### src/rtl/fpwm_pkg.sv
package fpwm_pkg;
  localparam int FPWM_A_CTRL   = 'h00;
  localparam int FPWM_A_STAT   = 'h04;
  localparam int FPWM_A_SAMPLE = 'h0C;
  localparam int FPWM_A_PERIOD = 'h10;

  localparam int FPWM_EN_BIT   = 0;
  localparam int FPWM_SWR_BIT  = 3;
  localparam int FPWM_PRE_LSB  = 4;
  localparam int FPWM_CLK_LSB  = 16;
  localparam int FPWM_CLK_W    = 2;
  localparam int FPWM_OVF_BIT  = 4;

  // index of the final tick in a period: period value + 1 (period is +2 ticks long)
  function automatic logic [31:0] fpwm_last_tick(input logic [31:0] per);
    return per + 32'd1;
  endfunction

  // output level at counter position pos for an active sample smp
  function automatic logic fpwm_level(input logic [31:0] pos, input logic [31:0] smp);
    return pos < smp;
  endfunction
endpackage

### src/rtl/fpwm_fifo.sv
module fpwm_fifo #(
  parameter int DEPTH = 4,
  parameter int DW    = 16,
  localparam int PTR_W = (DEPTH > 1) ? $clog2(DEPTH) : 1,
  localparam int CNT_W = $clog2(DEPTH + 1)
) (
  input  logic             clk,
  input  logic             rst_n,
  input  logic             flush,
  input  logic             push,
  input  logic [DW-1:0]    din,
  input  logic             pop_req,
  output logic [DW-1:0]    dout,
  output logic [CNT_W-1:0] count,
  output logic             push_ok,
  output logic             pop_ok,
  output logic             empty
);
  logic [DW-1:0]    mem [DEPTH];
  logic [PTR_W-1:0] wr_ptr, rd_ptr;
  logic             full;

  function automatic logic [PTR_W-1:0] bump(input logic [PTR_W-1:0] p);
    return (p == PTR_W'(DEPTH - 1)) ? '0 : p + 1'b1;
  endfunction

  assign empty   = (count == '0);
  assign full    = (count == CNT_W'(DEPTH));
  assign pop_ok  = pop_req && !empty;
  assign push_ok = push && (!full || pop_ok);
  assign dout    = mem[rd_ptr];

  always_ff @(posedge clk) begin
    if (push_ok && !flush) mem[wr_ptr] <= din;
  end

  always_ff @(posedge clk or negedge rst_n) begin
    if (!rst_n) begin
      wr_ptr <= '0;
      rd_ptr <= '0;
      count  <= '0;
    end else if (flush) begin
      wr_ptr <= '0;
      rd_ptr <= '0;
      count  <= '0;
    end else begin
      if (push_ok) wr_ptr <= bump(wr_ptr);
      if (pop_ok)  rd_ptr <= bump(rd_ptr);
      count <= count + CNT_W'(push_ok) - CNT_W'(pop_ok);
    end
  end

  p_count_bound_r2: assert property (@(posedge clk) disable iff (!rst_n)
    count <= CNT_W'(DEPTH));

  p_drop_when_full_r3: assert property (@(posedge clk) disable iff (!rst_n)
    (full && push && !pop_req && !flush) |=> (count == CNT_W'(DEPTH)));

  p_empty_pop_r6: assert property (@(posedge clk) disable iff (!rst_n)
    (empty && pop_req && !push && !flush) |=> empty);

  p_swap_full_r10: assert property (@(posedge clk) disable iff (!rst_n)
    (full && push && pop_req && !flush) |=> full);
endmodule

### src/rtl/fpwm_core.sv
module fpwm_core
  import fpwm_pkg::*;
#(
  parameter int SMP_W = 16,
  parameter int PER_W = 16,
  parameter int PRE_W = 12
) (
  input  logic             clk,
  input  logic             rst_n,
  input  logic             clr,
  input  logic             en,
  input  logic [PRE_W-1:0] presc,
  input  logic [PER_W-1:0] period,
  input  logic             smp_avail,
  input  logic [SMP_W-1:0] smp_in,
  output logic             take,
  output logic             period_start,
  output logic [SMP_W-1:0] active_smp,
  output logic             pwm_o
);
  logic [PRE_W-1:0] pre_cnt;
  logic [PER_W:0]   cnt;
  logic [PER_W:0]   last;
  logic             started;
  logic             tick;

  assign tick         = en && (pre_cnt == presc);
  assign last         = (PER_W + 1)'(fpwm_last_tick(32'(period)));
  assign period_start = tick && (!started || (cnt >= last));
  assign take         = period_start && smp_avail;
  assign pwm_o        = started && fpwm_level(32'(cnt), 32'(active_smp));

  always_ff @(posedge clk or negedge rst_n) begin
    if (!rst_n) begin
      pre_cnt    <= '0;
      cnt        <= '0;
      started    <= 1'b0;
      active_smp <= '0;
    end else if (clr) begin
      pre_cnt    <= '0;
      cnt        <= '0;
      started    <= 1'b0;
      active_smp <= '0;
    end else if (!en) begin
      pre_cnt <= '0;
      cnt     <= '0;
      started <= 1'b0;
    end else begin
      pre_cnt <= tick ? '0 : pre_cnt + 1'b1;
      if (period_start) begin
        cnt     <= '0;
        started <= 1'b1;
        if (take) active_smp <= smp_in;
      end else if (tick) begin
        cnt <= cnt + 1'b1;
      end
    end
  end

  p_off_low_r7: assert property (@(posedge clk) disable iff (!rst_n)
    !en |=> !pwm_o);

  p_zero_low_r5: assert property (@(posedge clk) disable iff (!rst_n)
    (started && active_smp == '0) |-> !pwm_o);

  p_start_level_r5: assert property (@(posedge clk) disable iff (!rst_n)
    (period_start && !clr) |=> (pwm_o == (active_smp != '0)));

  p_keep_sample_r6: assert property (@(posedge clk) disable iff (!rst_n)
    (period_start && !take && !clr) |=> $stable(active_smp));
endmodule

### src/rtl/fpwm_regs.sv
module fpwm_regs
  import fpwm_pkg::*;
#(
  parameter int AW         = 5,
  parameter int SMP_W      = 16,
  parameter int PER_W      = 16,
  parameter int PRE_W      = 12,
  parameter int CNT_W      = 3,
  parameter int SWR_CYCLES = 4,
  localparam int SWR_W     = $clog2(SWR_CYCLES + 1)
) (
  input  logic                  clk,
  input  logic                  rst_n,
  input  logic [AW-1:0]         reg_addr,
  input  logic                  reg_we,
  input  logic [31:0]           reg_wdata,
  input  logic [CNT_W-1:0]      fifo_count,
  input  logic                  push_ok,
  input  logic [SMP_W-1:0]      active_smp,
  output logic                  en,
  output logic [PRE_W-1:0]      presc,
  output logic [FPWM_CLK_W-1:0] clksrc,
  output logic [PER_W-1:0]      period,
  output logic                  smp_push,
  output logic [SMP_W-1:0]      smp_data,
  output logic                  swr_start,
  output logic                  swr_busy,
  output logic                  ovf,
  output logic [31:0]           reg_rdata
);
  logic [SWR_W-1:0] swr_cnt;
  logic             wr_ok;
  logic             hit_ctrl, hit_stat, hit_smp, hit_per;

  assign hit_ctrl  = (reg_addr == AW'(FPWM_A_CTRL));
  assign hit_stat  = (reg_addr == AW'(FPWM_A_STAT));
  assign hit_smp   = (reg_addr == AW'(FPWM_A_SAMPLE));
  assign hit_per   = (reg_addr == AW'(FPWM_A_PERIOD));

  assign swr_busy  = (swr_cnt != '0);
  assign wr_ok     = reg_we && !swr_busy;
  assign swr_start = wr_ok && hit_ctrl && reg_wdata[FPWM_SWR_BIT];
  assign smp_push  = wr_ok && hit_smp;
  assign smp_data  = reg_wdata[SMP_W-1:0];

  always_ff @(posedge clk or negedge rst_n) begin
    if (!rst_n) begin
      en      <= 1'b0;
      presc   <= '0;
      clksrc  <= '0;
      period  <= '0;
      ovf     <= 1'b0;
      swr_cnt <= '0;
    end else if (swr_start) begin
      en      <= 1'b0;
      presc   <= '0;
      clksrc  <= '0;
      period  <= '0;
      ovf     <= 1'b0;
      swr_cnt <= SWR_W'(SWR_CYCLES);
    end else begin
      if (swr_busy) swr_cnt <= swr_cnt - 1'b1;
      if (wr_ok && hit_ctrl) begin
        en     <= reg_wdata[FPWM_EN_BIT];
        presc  <= reg_wdata[FPWM_PRE_LSB +: PRE_W];
        clksrc <= reg_wdata[FPWM_CLK_LSB +: FPWM_CLK_W];
      end
      if (wr_ok && hit_per) period <= reg_wdata[PER_W-1:0];
      if (wr_ok && hit_stat && reg_wdata[FPWM_OVF_BIT]) ovf <= 1'b0;
      if (smp_push && !push_ok) ovf <= 1'b1;
    end
  end

  always_comb begin
    reg_rdata = '0;
    if (hit_ctrl) begin
      reg_rdata[FPWM_EN_BIT]                    = en;
      reg_rdata[FPWM_SWR_BIT]                   = swr_busy;
      reg_rdata[FPWM_PRE_LSB +: PRE_W]          = presc;
      reg_rdata[FPWM_CLK_LSB +: FPWM_CLK_W]     = clksrc;
    end else if (hit_stat) begin
      reg_rdata[CNT_W-1:0]                      = fifo_count;
      reg_rdata[FPWM_OVF_BIT]                   = ovf;
    end else if (hit_smp) begin
      reg_rdata[SMP_W-1:0]                      = active_smp;
    end else if (hit_per) begin
      reg_rdata[PER_W-1:0]                      = period;
    end
  end

  p_swr_hold_r8: assert property (@(posedge clk) disable iff (!rst_n)
    swr_busy |-> (!en && presc == '0 && period == '0 && clksrc == '0));

  p_swr_enter_r8: assert property (@(posedge clk) disable iff (!rst_n)
    swr_start |=> (swr_busy && !ovf));

  p_ovf_sticky_r3: assert property (@(posedge clk) disable iff (!rst_n)
    (ovf && !swr_start && !(wr_ok && hit_stat && reg_wdata[FPWM_OVF_BIT])) |=> ovf);

  p_ovf_cause_r3: assert property (@(posedge clk) disable iff (!rst_n)
    $rose(ovf) |-> $past(smp_push && !push_ok));
endmodule

### src/rtl/fifo_pwm.sv
module fifo_pwm
  import fpwm_pkg::*;
#(
  parameter int AW         = 5,
  parameter int DEPTH      = 4,
  parameter int SMP_W      = 16,
  parameter int PER_W      = 16,
  parameter int PRE_W      = 12,
  parameter int SWR_CYCLES = 4,
  localparam int CNT_W     = $clog2(DEPTH + 1)
) (
  input  logic          clk,
  input  logic          rst_n,
  input  logic [AW-1:0] reg_addr,
  input  logic          reg_we,
  input  logic [31:0]   reg_wdata,
  output logic [31:0]   reg_rdata,
  output logic          pwm_o
);
  logic                  en, swr_start, swr_busy, ovf;
  logic [PRE_W-1:0]      presc;
  logic [FPWM_CLK_W-1:0] clksrc;
  logic [PER_W-1:0]      period;
  logic                  smp_push, push_ok, pop_ok, fifo_empty;
  logic [SMP_W-1:0]      smp_data, fifo_dout, active_smp;
  logic [CNT_W-1:0]      fifo_count;
  logic                  take, period_start;

  fpwm_regs #(
    .AW(AW), .SMP_W(SMP_W), .PER_W(PER_W), .PRE_W(PRE_W),
    .CNT_W(CNT_W), .SWR_CYCLES(SWR_CYCLES)
  ) regs_i (
    .clk, .rst_n, .reg_addr, .reg_we, .reg_wdata,
    .fifo_count, .push_ok, .active_smp,
    .en, .presc, .clksrc, .period, .smp_push, .smp_data,
    .swr_start, .swr_busy, .ovf, .reg_rdata
  );

  fpwm_fifo #(.DEPTH(DEPTH), .DW(SMP_W)) fifo_i (
    .clk, .rst_n, .flush(swr_start), .push(smp_push), .din(smp_data),
    .pop_req(take), .dout(fifo_dout), .count(fifo_count),
    .push_ok, .pop_ok, .empty(fifo_empty)
  );

  fpwm_core #(.SMP_W(SMP_W), .PER_W(PER_W), .PRE_W(PRE_W)) core_i (
    .clk, .rst_n, .clr(swr_start), .en, .presc, .period,
    .smp_avail(!fifo_empty), .smp_in(fifo_dout),
    .take, .period_start, .active_smp, .pwm_o
  );

  p_take_on_start_r6: assert property (@(posedge clk) disable iff (!rst_n)
    pop_ok |-> (period_start && en));

  p_swr_quiet_r8: assert property (@(posedge clk) disable iff (!rst_n)
    swr_busy |-> (!pwm_o && fifo_count == '0));
endmodule

### config.mk
export PLATFORM = sky130hd
export DESIGN_NAME = fifo_pwm
export DESIGN_NICKNAME = d
export VERILOG_FILES = /design/src/rtl/fpwm_pkg.sv /design/src/rtl/fpwm_fifo.sv /design/src/rtl/fpwm_core.sv /design/src/rtl/fpwm_regs.sv /design/src/rtl/fifo_pwm.sv
export SDC_FILE = /design/constraint.sdc
export NUM_CORES = 1
export LEC_CHECK = 0
export BUFFER_PORTS_ARGS = -buffer_cell sky130_fd_sc_hd__buf_2
export CAP_MARGIN = 20
export CORE_MARGIN = 5
export CORE_UTILIZATION = 35
export DETAILED_ROUTE_END_ITERATION = 6
export SLEW_MARGIN = 20
export SYNTH_ARGS = -nofsm -noshare
export SYNTH_HDL_FRONTEND = slang
export SYNTH_SLANG_ARGS = --single-unit
export TNS_END_PERCENT = 30
### constraint.sdc
create_clock -name clk -period 9.7 [get_ports clk]
set_clock_uncertainty 0.05 [all_clocks]
set_input_delay 0.97 -clock clk [delete_from_list [all_inputs] [get_ports clk]]
set_output_delay 0.97 -clock clk [all_outputs]
set_load 0.01 [all_outputs]
Word-level counts from Yosys, hierarchy flattened
Memory sizes are Yosys's and may differ from the RTL's.
Cells that the tools add are included.

storage, ports and cells
  register bits = 88
  memory bits (writable) = 64
  logic and storage cells = 115
  bits of input ports = 40
  output and inout port bits = 33
  memories = 1

operators by class
  muxes and demuxes = 46
  eq/ne operators = 9
  add/subtract/negate cells = 8
  order comparisons = 2
  reduce and logical (&&, ||, !) cells = 36

memories
  name        words  width  rd ports  clocked after memory_dff  wr ports  line             RTL
  fifo_i.mem  4      16     1         0                         1         fpwm_fifo.sv:19  logic [DW-1:0] mem [DEPTH];

operators with widths
  kind                                                                    count
  16-bit two-way mux                                                      8
  17-bit two-way mux                                                      4
  12-bit two-way mux                                                      5
  2-bit two-way mux                                                       10
  16-bit by 1-bit adder with 17-bit output (second input constant)        1
  17-bit by 1-bit adder with 17-bit output (second input constant)        1
  17-bit >= comparator                                                    1
  17-bit by 16-bit less-than comparator with 1-bit output                 1
  2-bit nonzero test                                                      8
  1-bit logical AND                                                       15
  1-bit two-way mux                                                       13
  13-bit two-way mux                                                      1
  12-bit by 1-bit adder with 12-bit output (second input constant)        1
  12-bit equality test                                                    1
  3-bit two-way mux                                                       4
  11-bit two-way mux                                                      1
  1-bit zero test                                                         6
  3-bit nonzero test                                                      2
  5-bit by 3-bit equality test with 1-bit output (second input constant)  1
  5-bit by 4-bit equality test with 1-bit output (second input constant)  1
  5-bit equality test (second input constant)                             1
  5-bit zero test                                                         1
  2-bit by 1-bit adder with 2-bit output (second input constant)          2
  2-bit equality test (second input constant)                             2
  9 further kinds                                                         10

Depth between registers and ports, before layout
Gate-level depths: netlist (run 1).

  word-level depth = 12
  mapped depth = 19

Modules after synthesis
Synthesis (run 1) repeated with hierarchy kept, for this count alone.

unflattened totals
  cells, all modules = 743
  area total of the unflattened synthesis = 8311.7 um2

modules (own cells, without submodules)
  module     area an instance (um2)  cells each  instances
  fpwm_core  3392.0                  369         1
  fpwm_fifo  2841.5                  133         1
  fpwm_regs  2074.5                  240         1
  fifo_pwm   3.8                     1           1

Worst setup path after synthesis (run 1)
OpenSTA, ideal clock, no wires.

  kind = flip-flop to flip-flop
  start point = register regs_i.period[2]
  end point = register fifo_i.count[2]
  library setup time = 0.132 ns
  setup slack = 5.782 ns
  clock period less this slack = 3.918 ns
  stages on the path, launching flop included = 20
  data required time = 9.518 ns
  path buffers = 0
  arrival time = 3.736 ns
  cell sequence = dfrtp_1 -> nand3_1 -> nor2_1 -> nand4_1 -> nor2_1 -> nand3_1 -> xor2_1 -> ha_1 -> nand4_1 -> nor4_1 -> a32o_2 -> o211ai_2 -> nor3b_1 -> a21o_2 -> ha_1 -> inv_1 -> fa_1 -> xor2_1 -> xnor2_1 -> nor2_1

between the ends
  word-level cells in the longest chain between the ends = 11

ends and longest elaborated chain
  element                                          line             RTL
  start, declared                                  fpwm_regs.sv:23  output logic [PER_W-1:0] period,
  start signal, assigned                           fpwm_regs.sv:68  if (wr_ok && hit_per) period <= reg_wdata[PER_W-1:0];
  16-bit by 1-bit adder with 17-bit output (*)     fpwm_pkg.sv:16   return per + 32'd1;
  17-bit >= comparator (*)                         fpwm_core.sv:29  assign period_start = tick && (!started || (cnt >= last));
  1-bit logical OR (*)                             fpwm_core.sv:29
  1-bit logical AND (*)                            fpwm_core.sv:29
  1-bit logical AND (*)                            fpwm_core.sv:30  assign take = period_start && smp_avail;
  1-bit logical AND (*)                            fpwm_fifo.sv:29  assign pop_ok = pop_req && !empty;
  1-bit logical OR                                 fpwm_fifo.sv:30  assign push_ok = push && (!full || pop_ok);
  1-bit logical AND                                fpwm_fifo.sv:30
  3-bit by 1-bit adder with 3-bit output           fpwm_fifo.sv:49  count <= count + CNT_W'(push_ok) - CNT_W'(pop_ok);
  3-bit by 1-bit subtractor with 3-bit output (*)  fpwm_fifo.sv:49
  3-bit two-way mux (*)                            fpwm_fifo.sv:42  end else if (flush) begin
  end signal, assigned                             fpwm_fifo.sv:49
  end, declared                                    fpwm_fifo.sv:14  output logic [CNT_W-1:0] count,

Every way passes the cells marked *; elsewhere a longest branch is shown, timed or not.
A chain may end at the register's enable or synchronous reset.

Worst setup path after layout (run 1)
Same ends and word-level chain as after synthesis.

==> run_results.csv, run 1 <==
group,metric,value,unit
run_status,outcome,"finished clean",
sta,clock.fmax,0.220,GHz
logic_synthesis,synth.area.mux_share,0.0723,
logic_synthesis,yosysWarnings,0,
finish,syn2layout_area_growth,12.7,%
setup_path,required,9950,ps
pwr,power_frac_clock,0.311,
global_route,grt_pass1_vias,5424,
finish,multi_input_area,3520,um2
cts,clock_tree.root_cell,"clkbuf_16",
logic_synthesis,synth-main-ff-cell,"dfrtp_1",
logic_synthesis,netlist_area,8000,um2
placement,place_hpwl,13000,um
drt,via_count,5382,
sta,setup_tns,0,ps
placement,placed_area,8440,um2
finish,drive_gt1_frac,0.150,
drt,avgRoutedWirePerCell,17.2,um
finish,layout_commonest_cell,"dfrtp_1",
finish,antennaDiodeCount,0,
finish,fin_area,9010,um2
pwr,internal-power,1350,uW
sta,post-route-min-period,4540,ps
drt,via_per_inst,5.11,
setup_path,arrival,4790,ps
cts,htreeDepth,4,
cts,cts_made_buffers,17,
placement,port_buffers,44,
sta,worst_slew_pin_slew,972,ps
pwr,sequentialPowerShare,0.418,
global_route,grt_pass1_wl,29600,um
floorplan,ios,73,
sta,fin_crit_sh,0.469,
floorplan,rows,55,
hold_path,hold_path.class,"register to register",
finish,fillers,2174,
cts,cts.sinks,152,
global_route,antenna_found_initial,0,
pwr,switching_share,0.356,
pwr,switchingPower,745,uW
drt,antenna_left,0,
placement,gp_congestion,0.852,
logic_synthesis,ys_seq_elements,152,
floorplan,initial_core_util,0.354,
cts,clkSlewWorstSetupHoldPaths,70,ps
sta,relSlewSlack,0.352,
floorplan,core-area,22600,um2
floorplan,die_h,161,um
floorplan,die_x,161,um
setup_path,endpoint_kind,"register",
setup_path,start_kind,"register",
logic_synthesis,yosys.area_share.simple,0.144,
logic_synthesis,syn_inst,721,
finish,regArea,4120,um2
logic_synthesis,synth_edf_count,64,
logic_synthesis,synth_top_family_by_area,"simple AND/OR/NAND/NOR gates",
drt,drcViolationCount,0,
cts,cts_setup_buffers,0,
global_route,grt_usage,0.144,
sta,rsz0062_at_grt,"no",
global_route,grt_max_degree,50,
finish,final_cell_mix,"dfrtp_1 (88), nor2_1 (69), edfxtp_1 (64), nand2_1 (57), inv_1 (46)",
setup_path,crit_path_max_fanout,6,
sta,slew_violations,0,
cts,post_cts_resized,0,
logic_synthesis,synth_xor_area_frac,0.0591,
global_route,gr-total-overflow,0,
logic_synthesis,synth-compound-area-share,0.0881,
cts,cts_tree,"yes",
pwr,leakage,0.00384,uW
logic_synthesis,synthAdderAreaFrac,0.0698,
drt,dr.pass1.iters,5,
logic_synthesis,syn_area_per_cell,11.1,um2
logic_synthesis,yosysSeqAreaShare,0.516,
job,drv_cap,0,
drt,wirelength,18200,um
drt,drt_iter0_markers,312,
floorplan,fp.dieArea,26000,um2
cts,clock_latency,430,ps
pwr,irDropWorstVdd,129,uV
sta,setup_viol_count_final,0,
finish,fin_nets,840,
setup_path,crit_type,"register to register",
pwr,power_density,232,nW/um2
sta,hold_viol,0,
cts,hold_buffers,0,
cts,clockBufferDepth,2,
pwr,pwr-share-comb,0.272,
logic_synthesis,synthArstFlopShare,0.579,
logic_synthesis,ys_types,60,
-- metal layers --
layer	track usage	up-vias	part of all wire
met2	0.227	134	0.46
met5	0	-	0
met1	0.195	2594	0.47
met4	0.0582	0	0.031
li1	-	2618	-
met3	0.0291	36	0.044
-- state kept, by name, summed over array words and instances (netlist names) --
register and flops:
fifo_i.mem 64, core_i.cnt 17, core_i.active_smp 16, regs_i.period 16, core_i.pre_cnt 12, regs_i.presc 12, fifo_i.count 3, regs_i.swr_cnt 3
fifo_i.rd_ptr 2, fifo_i.wr_ptr 2, regs_i.clksrc 2, core_i.started 1, regs_i.en 1, regs_i.ovf 1
-- worst max-delay path, stage by stage, from the launching register on --
cell and delay, ps:
dfrtp_1 480, nand3_1 140, nor2_1 230, nand4_1 210, nor2_1 260, nand3_1 120, xor2_1 160, ha_1 290
nand4_1 170, o2111ai_1 590, o211ai_2 250, nor3b_1 410, a21o_2 150, ha_1 130, inv_1 50, fa_1 370
xor2_1 160, xnor2_1 130, nor2_1 50
-- metrics by stage --
stage | power [uW] | utilization | hold WS, ps | setup slack, ps | instances
after floorplan | 1290 | - | 392 | 5780 | 734
after global placement | 1450 | 0.374 | 409 | 5130 | 1022
after detailed placement | 1460 | 0.374 | 423 | 5130 | 1022
after CTS | 2110 | 0.399 | 439 | 5110 | 1054
after global routing | 2230 | 0.399 | 459 | 4780 | 1054
final | 2090 | 0.399 | 435 | 5160 | 1054
-- final timing paths --
path                                   from          endpoint  slack (ps)  cells past startpoint
setup / recovery           regs_i.period[2]   fifo_i.count[2]        5160                     18
hold / removal             regs_i.clksrc[1]  regs_i.clksrc[1]         430                      2
setup reg to reg           regs_i.period[2]   fifo_i.count[2]        5160                     18
hold reg to reg            regs_i.clksrc[1]  regs_i.clksrc[1]         430                      2
max in group asynchronous             rst_n   regs_i.presc[5]        8070                      2
min in group asynchronous             rst_n     core_i.cnt[3]         470                      1
-- synthesized netlist by cell type (2+ instances only) --
| cell | count | area, um2 |
|---|---|---|
| clkbuf_1 | 24 | 90.1 |
| mux4_2 | 16 | 360 |
| mux2i_1 | 18 | 180 |
| nand4b_1 | 2 | 17.5 |
| and2_1 | 2 | 12.5 |
| nand2_1 | 57 | 214 |
| dfrtp_1 | 88 | 2200 |
| nor3b_1 | 2 | 15.0 |
| and3_1 | 11 | 68.8 |
| buf_4 | 15 | 113 |
| inv_1 | 46 | 173 |
| buf_2 | 5 | 25.0 |
| and2_2 | 4 | 30.0 |
| o21a_1 | 2 | 15.0 |
| a21oi_1 | 19 | 95.1 |
| nand3_1 | 35 | 175 |
| mux2_2 | 2 | 22.5 |
| a222oi_1 | 13 | 130 |
| nand2b_1 | 16 | 100 |
| edfxtp_1 | 64 | 1920 |
| xor2_1 | 20 | 175 |
| o21ai_0 | 43 | 215 |
| a211oi_1 | 5 | 37.5 |
| a21o_1 | 4 | 30.0 |
| nor2_1 | 69 | 259 |
| nor4_1 | 4 | 25.0 |
| nor2b_1 | 3 | 18.8 |
| ha_1 | 43 | 538 |
| nor3_1 | 6 | 30.0 |
| nand4_1 | 16 | 100 |
| o2111ai_1 | 2 | 17.5 |
| or3_1 | 4 | 25.0 |
| xnor2_1 | 34 | 298 |
-- area by class of cell --
class,count,area share
repair buffers,49,0.0289
clock buffers,17,0.0472
well taps,285,0.0396
inverters,46,0.0192
flip-flops and latches,152,0.457
multi-input cells,490,0.391
clock inverters,15,0.0171
-- kinds of logic after synthesis --
kind of cell	after synthesis
buffers and inverters	92
AND/OR/NAND/NOR	238
AO/OA/AOI/OAI	103
flip-flops	152
multiplexers	37
adder cells (fa/ha/maj)	44
other	1
XOR/XNOR	54
-- power groups by stage --
| stage | logic (uW) | registers (uW) | clock network, uW |
|---|---|---|---|
| 6_report | 569 | 873 | 649 |
| 5_1_grt | 651 | 887 | 689 |
| 4_1_cts | 578 | 873 | 661 |
| 3_5_place_dp | 575 | 886 | 0 |
| 3_3_place_gp | 564 | 883 | 0 |
| 2_1_floorplan | 463 | 831 | 0 |
(Power assumes the default switching activity.)
==> inputs of run 2 (changes only) <==
- ABC_AREA: unset -> 1
- clock period: 9.7 -> 4 ns (I/O delays scaled with it)
==> run 2 against run 1 <==
Compared with the run above: the flow now finishes with violations (hold timing); critical endpoint unchanged; highest routed layer unchanged; sequential cell count unchanged; hold slack got worse by 440 ps; design area increased by 4.7%.
==> run_results.csv, run 2 <==
group,metric,value,unit
run_status,outcome,"complete, but fails checks",
run_status,violations,"hold timing",
job,drv_cap,0,
setup_path,endpoint_kind,"register",
setup_path,crit_type,"register to register",
hold_path,hold_path.class,"primary input to async pin",
finish,fin_nets,1042,
sta,hold_viol,2,
finish,antennaDiodeCount,0,
finish,layout_commonest_cell,"nand2_1",
floorplan,rows,55,
logic_synthesis,synth.top_cells.by_count,"nand2_1 (193), inv_1 (100), nor2_1 (94)",
cts,clkSlewWorstSetupHoldPaths,70,ps
setup_path,crit_top_cell,"nand2_1",
logic_synthesis,netlist_area,8140,um2
global_route,grtUsageMet1,0.210,
finish,finish.utilization,0.414,
finish,syn2layout_area_growth,15.9,%
sta,worst_slew_pin_slew,895,ps
floorplan,ios,73,
cts,cts_made_buffers,17,
setup_path,crit_path_max_fanout,3,
setup_path,required,4270,ps
cts,clock_tree.root_cell,"clkbuf_16",
sta,slew_violations,0,
floorplan,core-area,22800,um2
global_route,busiest_layer,"met2",
setup_path,slowest_stage,"dfrtp_1",
pwr,pwr-share-comb,0.275,
global_route,grt_max_degree,64,
sta,fin_hold_ws,-2.57,ps
drt,dr.pass1.iters,6,
logic_synthesis,yosysSeqAreaShare,0.507,
logic_synthesis,syn_area_per_cell,9.04,um2
logic_synthesis,netlist.area_leader.share,0.270,
logic_synthesis,ys_seq_elements,152,
placement,port_buffers,44,
drt,wirelength,19300,um
cts,clockBufferDepth,2,
drt,drt_iter0_markers,250,
global_route,grtUsageMet2,0.243,
global_route,grt_pass1_vias,5915,
drt,drcViolationCount,0,
floorplan,die_x,163,um
floorplan,fp.dieArea,26400,um2
pwr,switchingPower,1840,uW
pwr,power_frac_clock,0.315,
finish,final_cell_mix,"nand2_1 (190), inv_1 (98), nor2_1 (88), dfrtp_1 (87), o21ai_0 (71)",
setup_path,cpPeakStageDelay,360,ps
logic_synthesis,synth_most_common_cell,"nand2_1",
pwr,internal-power,3170,uW
cts,htreeDepth,4,
global_route,antenna_found_initial,0,
sta,relSlewSlack,0.402,
floorplan,initial_core_util,0.357,
setup_path,start_kind,"register",
global_route,gr-total-overflow,0,
drt,via_per_inst,4.76,
finish,largest_reg_flops,64,
finish,reg_top3,"fifo_i.mem: 64 flops, core_i.cnt: 17 flops",
sta,setup_viol_count_final,0,
logic_synthesis,synth-main-ff-cell,"dfrtp_1",
sta,post-route-min-period,3850,ps
pwr,leakage,0.00426,uW
global_route,use_met3,0.0283,
pwr,sequentialPowerShare,0.410,
sta,clock.fmax,0.260,GHz
finish,top_register,"fifo_i.mem",
logic_synthesis,yosysWarnings,0,
global_route,grt_usage,0.152,
logic_synthesis,synth_top_area_cell,"dfrtp_1",
pwr,irDropWorstVdd,287,uV
finish,drive_gt1_frac,0.148,
drt,antenna_left,0,
logic_synthesis,synth_edf_count,64,
logic_synthesis,ys_types,47,
cts,cts_tree,"yes",
logic_synthesis,synthArstFlopShare,0.579,
drt,via_count,6118,
pwr,switching_share,0.367,
cts,cts.sinks,152,
drt,avgRoutedWirePerCell,15.0,um
logic_synthesis,syn_inst,901,
sta,rsz0062_at_grt,"yes",
sta,fin_crit_sh,0.963,
setup_path,arrival,4130,ps
global_route,grt_pass1_wl,31600,um
floorplan,die_h,163,um
placement,place_hpwl,13800,um
placement,gp_congestion,0.870,
cts,clock_latency,430,ps
logic_synthesis,synth_area_leaders,"dfrtp_1 (27%), edfxtp_1 (24%), nand2_1 (8.9%)",
pwr,power_density,530,nW/um2
run 2: power groups by stage:
stage                     registers (uW)  clock network [uW]  logic, uW
after floorplan                     1990                   0       1000
after global placement              2060                   0       1300
after detailed placement            2060                   0       1320
after CTS                           2040                1610       1330
after global routing                2080                1680       1590
final                               2050                1580       1380
run 2: kinds of logic (layout without fill, tap and decap cells):
| kind of cell | after synthesis | count (layout) | share of synthesized area |
|---|---|---|---|
| simple gates | 388 | 388 | 0.211 |
| other cells | 1 | 14 | 0.000461 |
| flops | 152 | 152 | 0.507 |
| buf+inv | 144 | 201 | 0.0779 |
| fa+ha+maj | 44 | 44 | 0.0685 |
| compound gates | 132 | 132 | 0.0925 |
| xor+xnor | 40 | 40 | 0.0430 |
run 2: path summary, 6_finish.rpt:
kind | cells past startpoint | slack (ps) | to | startpoint
setup / recovery | 28 | 150 | fifo_i.count[2] | regs_i.period[1]
max in group asynchronous | 2 | 2980 | core_i.cnt[12] | rst_n
setup reg to reg | 28 | 150 | fifo_i.count[2] | regs_i.period[1]
hold / removal | 1 | -3 | fifo_i.count[1] | rst_n
min in group clk | 1 | 150 | fifo_i.mem[3][0] | reg_wdata[0]
hold reg to reg | 2 | 430 | core_i.active_smp[8] | core_i.active_smp[8]
run 2: area by class of cell:
| cell class | count | area (um2) |
|---|---|---|
| fillers | 2253 | 13300 |
| flip-flops and latches | 152 | 4130 |
| multi-input cells | 618 | 3550 |
| clock buffers | 17 | 425 |
| repair buffers | 66 | 400 |
| well taps | 313 | 392 |
| inverters | 103 | 389 |
| clock inverters | 15 | 155 |
run 2: what timing repair did:
item	in CTS	in global routing
endpoints found under the setup margin	0	66
gates resized for setup	0	30
setup buffers	0	6
hold buffers	0	0
run 2: layer usage:
layer	vias up	part of all wire
met4	0	0.017
li1	3076	-
met2	120	0.47
met3	23	0.047
met5	-	0
met1	2899	0.46
run 2: critical path, delay by kind of cell (launching register included):
family / cells / cell delay, ps
and+or+nand+nor: 17 / 1590
adders and majority gates: 4 / 1040
xor gates and xnor gates: 3 / 450
DFF: 1 / 360
buffers and inverters: 3 / 170
AOI/OAI and AO/OA: 1 / 110
run 2: stage by stage:
| step | instance area, um2 | power (uW) | TNS, ps | setup WS, ps | instances |
|---|---|---|---|---|---|
| floorplan | 8190 | 2990 | 0 | 239 | 914 |
| global placement | 8690 | 3360 | 0 | 82.1 | 1246 |
| detailed placement | 8690 | 3380 | 0 | 32.1 | 1246 |
| CTS | 9270 | 4980 | 0 | 3.33 | 1278 |
| global route | 9440 | 5350 | -278 | -206 | 1284 |
| finish | 9440 | 5010 | 0 | 147 | 1284 |
